## config.mk

```make
export PLATFORM = sky130hd
export DESIGN_NAME = crc32c_accum
export DESIGN_NICKNAME = d
export VERILOG_FILES = /design/src/rtl/crc32c_pkg.sv /design/src/rtl/crc32c_fold.sv /design/src/rtl/crc32c_lane_sel.sv /design/src/rtl/crc32c_accum.sv
export SDC_FILE = /design/constraint.sdc
export NUM_CORES = 1
export LEC_CHECK = 0
export CORE_UTILIZATION = 50
export CTS_CLUSTER_DIAMETER = 200
export DETAILED_ROUTE_END_ITERATION = 12
export HOLD_SLACK_MARGIN = 0.08
export PLACE_DENSITY_LB_ADDON = 0.05
export SLEW_MARGIN = 15
export SYNTH_ARGS = -nofsm -noshare
export SYNTH_HDL_FRONTEND = slang
export SYNTH_SLANG_ARGS = --single-unit
```

## constraint.sdc

```tcl
create_clock -name clk -period 10.8 [get_ports clk]
set_input_delay 2.16 -clock clk [delete_from_list [all_inputs] [get_ports clk]]
set_output_delay 2.16 -clock clk [all_outputs]
set_load 0.05 [all_outputs]
```

## src/rtl/crc32c_pkg.sv

```systemverilog
package crc32c_pkg;

   typedef enum logic [1:0] {
      FOLD_BYTE  = 2'b00,
      FOLD_HALF  = 2'b01,
      FOLD_WORD  = 2'b10,
      FOLD_DWORD = 2'b11
   } fold_size_e;

   localparam logic [31:0] CASTAGNOLI_NORMAL = 32'h1EDC6F41;

   function automatic logic [31:0] mirror32(input logic [31:0] v);
      logic [31:0] r;
      for (int i = 0; i < 32; i++) r[i] = v[31-i];
      return r;
   endfunction

   localparam logic [31:0] CASTAGNOLI_REFL = mirror32(CASTAGNOLI_NORMAL);

endpackage

```

## src/rtl/crc32c_fold.sv

```systemverilog
module crc32c_fold #(
   parameter int                ACC_W  = 32,
   parameter int                BITS   = 8,
   parameter logic [ACC_W-1:0]  POLY_R = '0
) (
   input  logic [ACC_W-1:0] acc_i,
   input  logic [BITS-1:0]  data_i,
   output logic [ACC_W-1:0] acc_o
);

   if (BITS < 1) begin : g_bad_bits
      $error("crc32c_fold: BITS must be positive");
   end

   always_comb begin
      logic [ACC_W-1:0] c;
      logic             fb;
      c = acc_i;
      for (int i = 0; i < BITS; i++) begin
         fb = c[0] ^ data_i[i];
         c  = (c >> 1) ^ ({ACC_W{fb}} & POLY_R);
      end
      acc_o = c;
   end

endmodule

```

## src/rtl/crc32c_lane_sel.sv

```systemverilog
module crc32c_lane_sel #(
   parameter int ACC_W   = 32,
   parameter int LANES   = 4,
   localparam int SEL_W  = (LANES > 1) ? $clog2(LANES) : 1
) (
   input  logic [LANES-1:0][ACC_W-1:0] lane_i,
   input  logic [SEL_W-1:0]            sel_i,
   output logic [ACC_W-1:0]            res_o
);

   always_comb begin
      res_o = lane_i[0];
      for (int k = 0; k < LANES; k++) begin
         if (SEL_W'(k) == sel_i) res_o = lane_i[k];
      end
   end

endmodule

```

## src/rtl/crc32c_accum.sv

```systemverilog
module crc32c_accum
   import crc32c_pkg::*;
#(
   parameter int          ACC_W   = 32,
   parameter int          DATA_W  = 64,
   parameter int          MIN_W   = 8,
   parameter logic [31:0] POLY_R  = CASTAGNOLI_REFL,
   localparam int         LANES   = $clog2(DATA_W / MIN_W) + 1,
   localparam int         SEL_W   = $clog2(LANES)
) (
   input  logic              clk,
   input  logic              rst,
   input  logic              in_valid,
   input  logic [ACC_W-1:0]  in_acc,
   input  logic [DATA_W-1:0] in_data,
   input  logic [SEL_W-1:0]  in_size,
   output logic              out_valid,
   output logic [ACC_W-1:0]  out_acc
);

   if (ACC_W != 32) begin : g_bad_acc
      $error("crc32c_accum: ACC_W must be 32");
   end
   if ((MIN_W << (LANES - 1)) != DATA_W) begin : g_bad_data
      $error("crc32c_accum: DATA_W must be MIN_W times a power of two");
   end
   if (LANES != 4) begin : g_bad_lanes
      $error("crc32c_accum: size code is defined for four lanes");
   end

   logic [LANES-1:0][ACC_W-1:0] lane_res;
   logic [ACC_W-1:0]            next_acc;
   logic                        vld_q;
   logic [ACC_W-1:0]            acc_q;

   for (genvar g = 0; g < LANES; g++) begin : g_lane
      localparam int LB = MIN_W << g;
      crc32c_fold #(
         .ACC_W  (ACC_W),
         .BITS   (LB),
         .POLY_R (POLY_R[ACC_W-1:0])
      ) u_fold (
         .acc_i  (in_acc),
         .data_i (in_data[LB-1:0]),
         .acc_o  (lane_res[g])
      );
   end

   crc32c_lane_sel #(
      .ACC_W (ACC_W),
      .LANES (LANES)
   ) u_sel (
      .lane_i (lane_res),
      .sel_i  (in_size),
      .res_o  (next_acc)
   );

   always_ff @(posedge clk) begin
      if (rst) begin
         vld_q <= 1'b0;
         acc_q <= '0;
      end else begin
         vld_q <= in_valid;
         if (in_valid) acc_q <= next_acc;
      end
   end

   assign out_valid = vld_q;
   assign out_acc   = acc_q;


   a_r1_reset_clears: assert property (@(posedge clk)
      rst |=> (!out_valid && out_acc == '0));


   a_r2_valid_follows: assert property (@(posedge clk) disable iff (rst)
      in_valid |=> out_valid);
   a_r2_no_spurious: assert property (@(posedge clk) disable iff (rst)
      !in_valid |=> !out_valid);


   a_r3_hold_when_idle: assert property (@(posedge clk) disable iff (rst)
      !in_valid |=> $stable(out_acc));


   a_r11_zero_in_zero_out: assert property (@(posedge clk) disable iff (rst)
      (in_valid && in_acc == '0 && in_data == '0) |=> (out_acc == '0));


   a_r4_byte_ignores_high: assert property (@(posedge clk) disable iff (rst)
      (in_valid && in_size == SEL_W'(FOLD_BYTE) && in_acc == '0
       && in_data[MIN_W-1:0] == '0) |=> (out_acc == '0));

endmodule

```

==> results by group <==
CTS
  – Number of buffers between clock root and the deepest sink: 2
  – CTS clk-pin slew, worst paths: 50 ps
  – Root cell of the clock tree: sky130_fd_sc_hd__clkbuf_16
  – Inserted Clock Buffers: 5
  – TritonCTS clock tree: yes
  – Deepest level of the CTS H-tree: 2
  – Clock latency reported for the late side of the worst-skew pair: about 280 ps
  – Total number of clock tree sinks: 33

Worst setup path
  – Max stage delay on crit path: 570 ps
  – Cell with the biggest individual delay on the critical path: sky130_fd_sc_hd__xnor2_1
  – Critical path launch point type: input pin
  – Maximum fanout along the worst path: 5
  – Worst setup path category: input pin to flip-flop
  – Crit-path most repeated cell: sky130_fd_sc_hd__buf_4
  – Data arrival at the endpoint of the critical path: 10,930 ps
  – Setup crit end kind: flip-flop
  – Worst Reg-to-Reg Cells: 2
  – Required time reported for the critical path endpoint: 10,970 ps

Logic synthesis
  – Share of flip-flops with an asynchronous set or reset: 0%
  – Count of mapped cells out of synthesis: 1,059
  – Yosys top cell area share: 29.1%
  – Leading area contributor after synthesis: sky130_fd_sc_hd__xnor3_1
  – Nets in the synthesized netlist: ~1,200
  – Number of flops mapped to enable cells by yosys: 0
  – Main synth FF type: sky130_fd_sc_hd__dfxtp_1
  – Warnings, synthesis: 0
  – Cell area after synthesis: around 0.013 mm^2
  – Sequential share of the synthesized area: under 10%
  – Ranking of synthesized cells by area: sky130_fd_sc_hd__xnor3_1 (29%), sky130_fd_sc_hd__xnor2_1 (26%), sky130_fd_sc_hd__xor2_1 (7.3%)
  – Count of distinct cell types in the synthesized netlist: 44
  – Post-Synthesis Mean Instance Area: ~12 um^2
  – Register bit count reported by yosys: 33

Floorplanning
  – Die footprint: about 0.027 mm^2
  – Initial Utilization: approximately half
  – Core area: about 0.025 mm^2
  – Top Ports: 134
  – # rows: between 50 and 60
  – Die Y: ~160 um
  – Floorplan die width: ~160 um

Timing
  – Endpoints failing setup: 0
  – Number of pins exceeding their max-slew limit in the final report: 0
  – Final critical-path required period: 10,760 ps
  – Final worst hold slack: 477 ps
  – Largest clock skew in the final design: 0 ps
  – Relative max-transition margin: roughly a quarter
  – RSZ-0062 raised after global routing: true
  – Post-route clock period utilization: 99.6%
  – Top achievable clock speed: 0.0930 GHz
  – Hold Violations, Final: 0
  – Slew @ Worst Pin: around 1100 ps

Final layout
  – Fraction of final layout cells with drive strength greater than 1: 44.4%
  – Inserted Diodes: 0
  – Layout Cell Area excl Fill: slightly below 0.02 mm^2
  – Area added between synthesis and finish: 49.4%
  – Count of nets after finishing: 1,747

Drt
  – Wire length after detailed routing: 45.9 mm
  – Routed wire per std cell: roughly 23 um
  – DRC violation total after the first TritonRoute iteration: 824
  – Average vias per placed instance: slightly above 5
  – Detail Route Antenna Nets: 0
  – Number of vias after detailed routing: 10,166
  – Count of TritonRoute iterations in the first routing pass: 7
  – Number of DRC violations after detailed routing: 0

Min path
  – Cells on Worst Hold Path: 2
  – Hold Crit Class: flip-flop to flip-flop

Place
  – Area after DPL: 0.0179 mm^2
  – Count of port buffers added during placement: around 130
  – Routability-driven placement congestion ratio: between 0.9 and 1
  – Half-perimeter wire length after detailed placement: 39.1 mm

Global route
  – Peak-usage layer in the global routing report: met2
  – Met2 track demand over resource in global routing: around 54%
  – Met3 Resource Use GR: roughly 5.6%
  – Maximum number of pins on one net before global-route repair: 48
  – Number of antenna violations at the first check in global routing: 0
  – Total global routing track utilization: between 30% and 40%
  – Vias in the first global route: approximately 10,000
  – Wire length of the first global-routing pass: 65.0 mm
  – Overall overflow remaining after global route: 0
  – Global-route met1 utilization: between 40% and 50%

Run status
  – Result of the run: complete, no violations

Job
  – Max-capacitance violation count: 0
## critical path, delay by kind of cell
kind            cells  cell delay, ps
xor+xnor           18            6010
buf+inv            10            1970
mux                 1             550
compound gates      1             240
## what timing repair did
| item | CTS | global route |
|---|---|---|
| endpoints found under the setup margin | 19 | 28 |
| resized for setup | 39 | 122 |
| pin swaps | 16 | 50 |
| hold buffers | 0 | 0 |
| setup buffers | 8 | 37 |
## layout by cell type, fill, tap and decap left out, types with 6 or more instances in the layout
cell type and instances:
sky130_fd_sc_hd__xor2_2 21, sky130_fd_sc_hd__a21oi_1 31, sky130_fd_sc_hd__nor3_1 13, sky130_fd_sc_hd__xnor3_1 125, sky130_fd_sc_hd__xor3_2 8, sky130_fd_sc_hd__dfxtp_1 33, sky130_fd_sc_hd__nand2_1 19, sky130_fd_sc_hd__mux2i_1 7
sky130_fd_sc_hd__xnor2_4 34, sky130_fd_sc_hd__nor2_1 48, sky130_fd_sc_hd__xnor2_2 73, sky130_fd_sc_hd__o221ai_1 12, sky130_fd_sc_hd__xor3_1 18, sky130_fd_sc_hd__buf_12 8, sky130_fd_sc_hd__mux4_2 6, sky130_fd_sc_hd__buf_6 14
sky130_fd_sc_hd__xor2_1 98, sky130_fd_sc_hd__clkdlybuf4s50_1 128, sky130_fd_sc_hd__xor2_4 10, sky130_fd_sc_hd__xnor2_1 334, sky130_fd_sc_hd__o21ai_0 18, sky130_fd_sc_hd__xnor3_2 79, sky130_fd_sc_hd__buf_4 455
## registers in the layout (all words and copies together) (netlist names)
signal     count
out_acc       32
out_valid      1
## metal layers
metal	wire length, um	part of all wire, %
met1	20300	44
met2	20700	45
met3	3640	7.9
met4	1240	2.7
met5	0	0
## kinds of logic after synthesis
family          Yosys count  synth area share [%]
flops                    33                  5.09
compound gates           86                  4.14
simple gates             84                  2.59
buf+inv                  39                  1.41
xor+xnor                803                  85.1
mux                      14                  1.67
## per-stage QoR
stage / utilization, % / setup TNS [ps] / std cells / worst slack [ps]
floorplan: - / 0 / 1059 / 22.0
global placement: 70.8 / -6240 / 1924 / -380
detailed placement: 70.8 / -7840 / 1924 / -437
CTS: 72.7 / 0 / 1940 / 2.35
global route: 76.6 / -1160 / 1977 / -128
finish: 76.6 / 0 / 1977 / 43.1
## Yosys cell counts (all sizes together), types with 6 or more instances
cell    instances
xnor2         441
xnor3         206
xor2          129
nor2           49
a21oi          36
dfxtp          33
xor3           27
clkbuf         21
nand2          19
o21ai          18
nor3           14
o221ai         12
buf             9
inv             8
mux2i           7
a211oi          6
mux4            6
## worst paths after layout
check / end / slack [ps] / start
setup / recovery: out_acc[30] / 40 / in_data[1]
hold / removal: out_acc[31] / 480 / out_acc[31]
setup reg to reg: out_acc[18] / 10010 / out_acc[18]
hold reg to reg: out_acc[31] / 480 / out_acc[31]
## final cells by class
class / count / area (um^2)
timing repair buffer: 610 / 5070
clock buffer: 7 / 143
sequential: 33 / 661
multi-input combinational: 987 / 13100
inverter: 9 / 33.8
clock inverter: 1 / 30.0
tap: 330 / 413
fill: 1688 / 5920
Power is left out: the tool's default activity adds up to more than one toggle a clock period on the data nets, which glitch-free logic cannot reach.
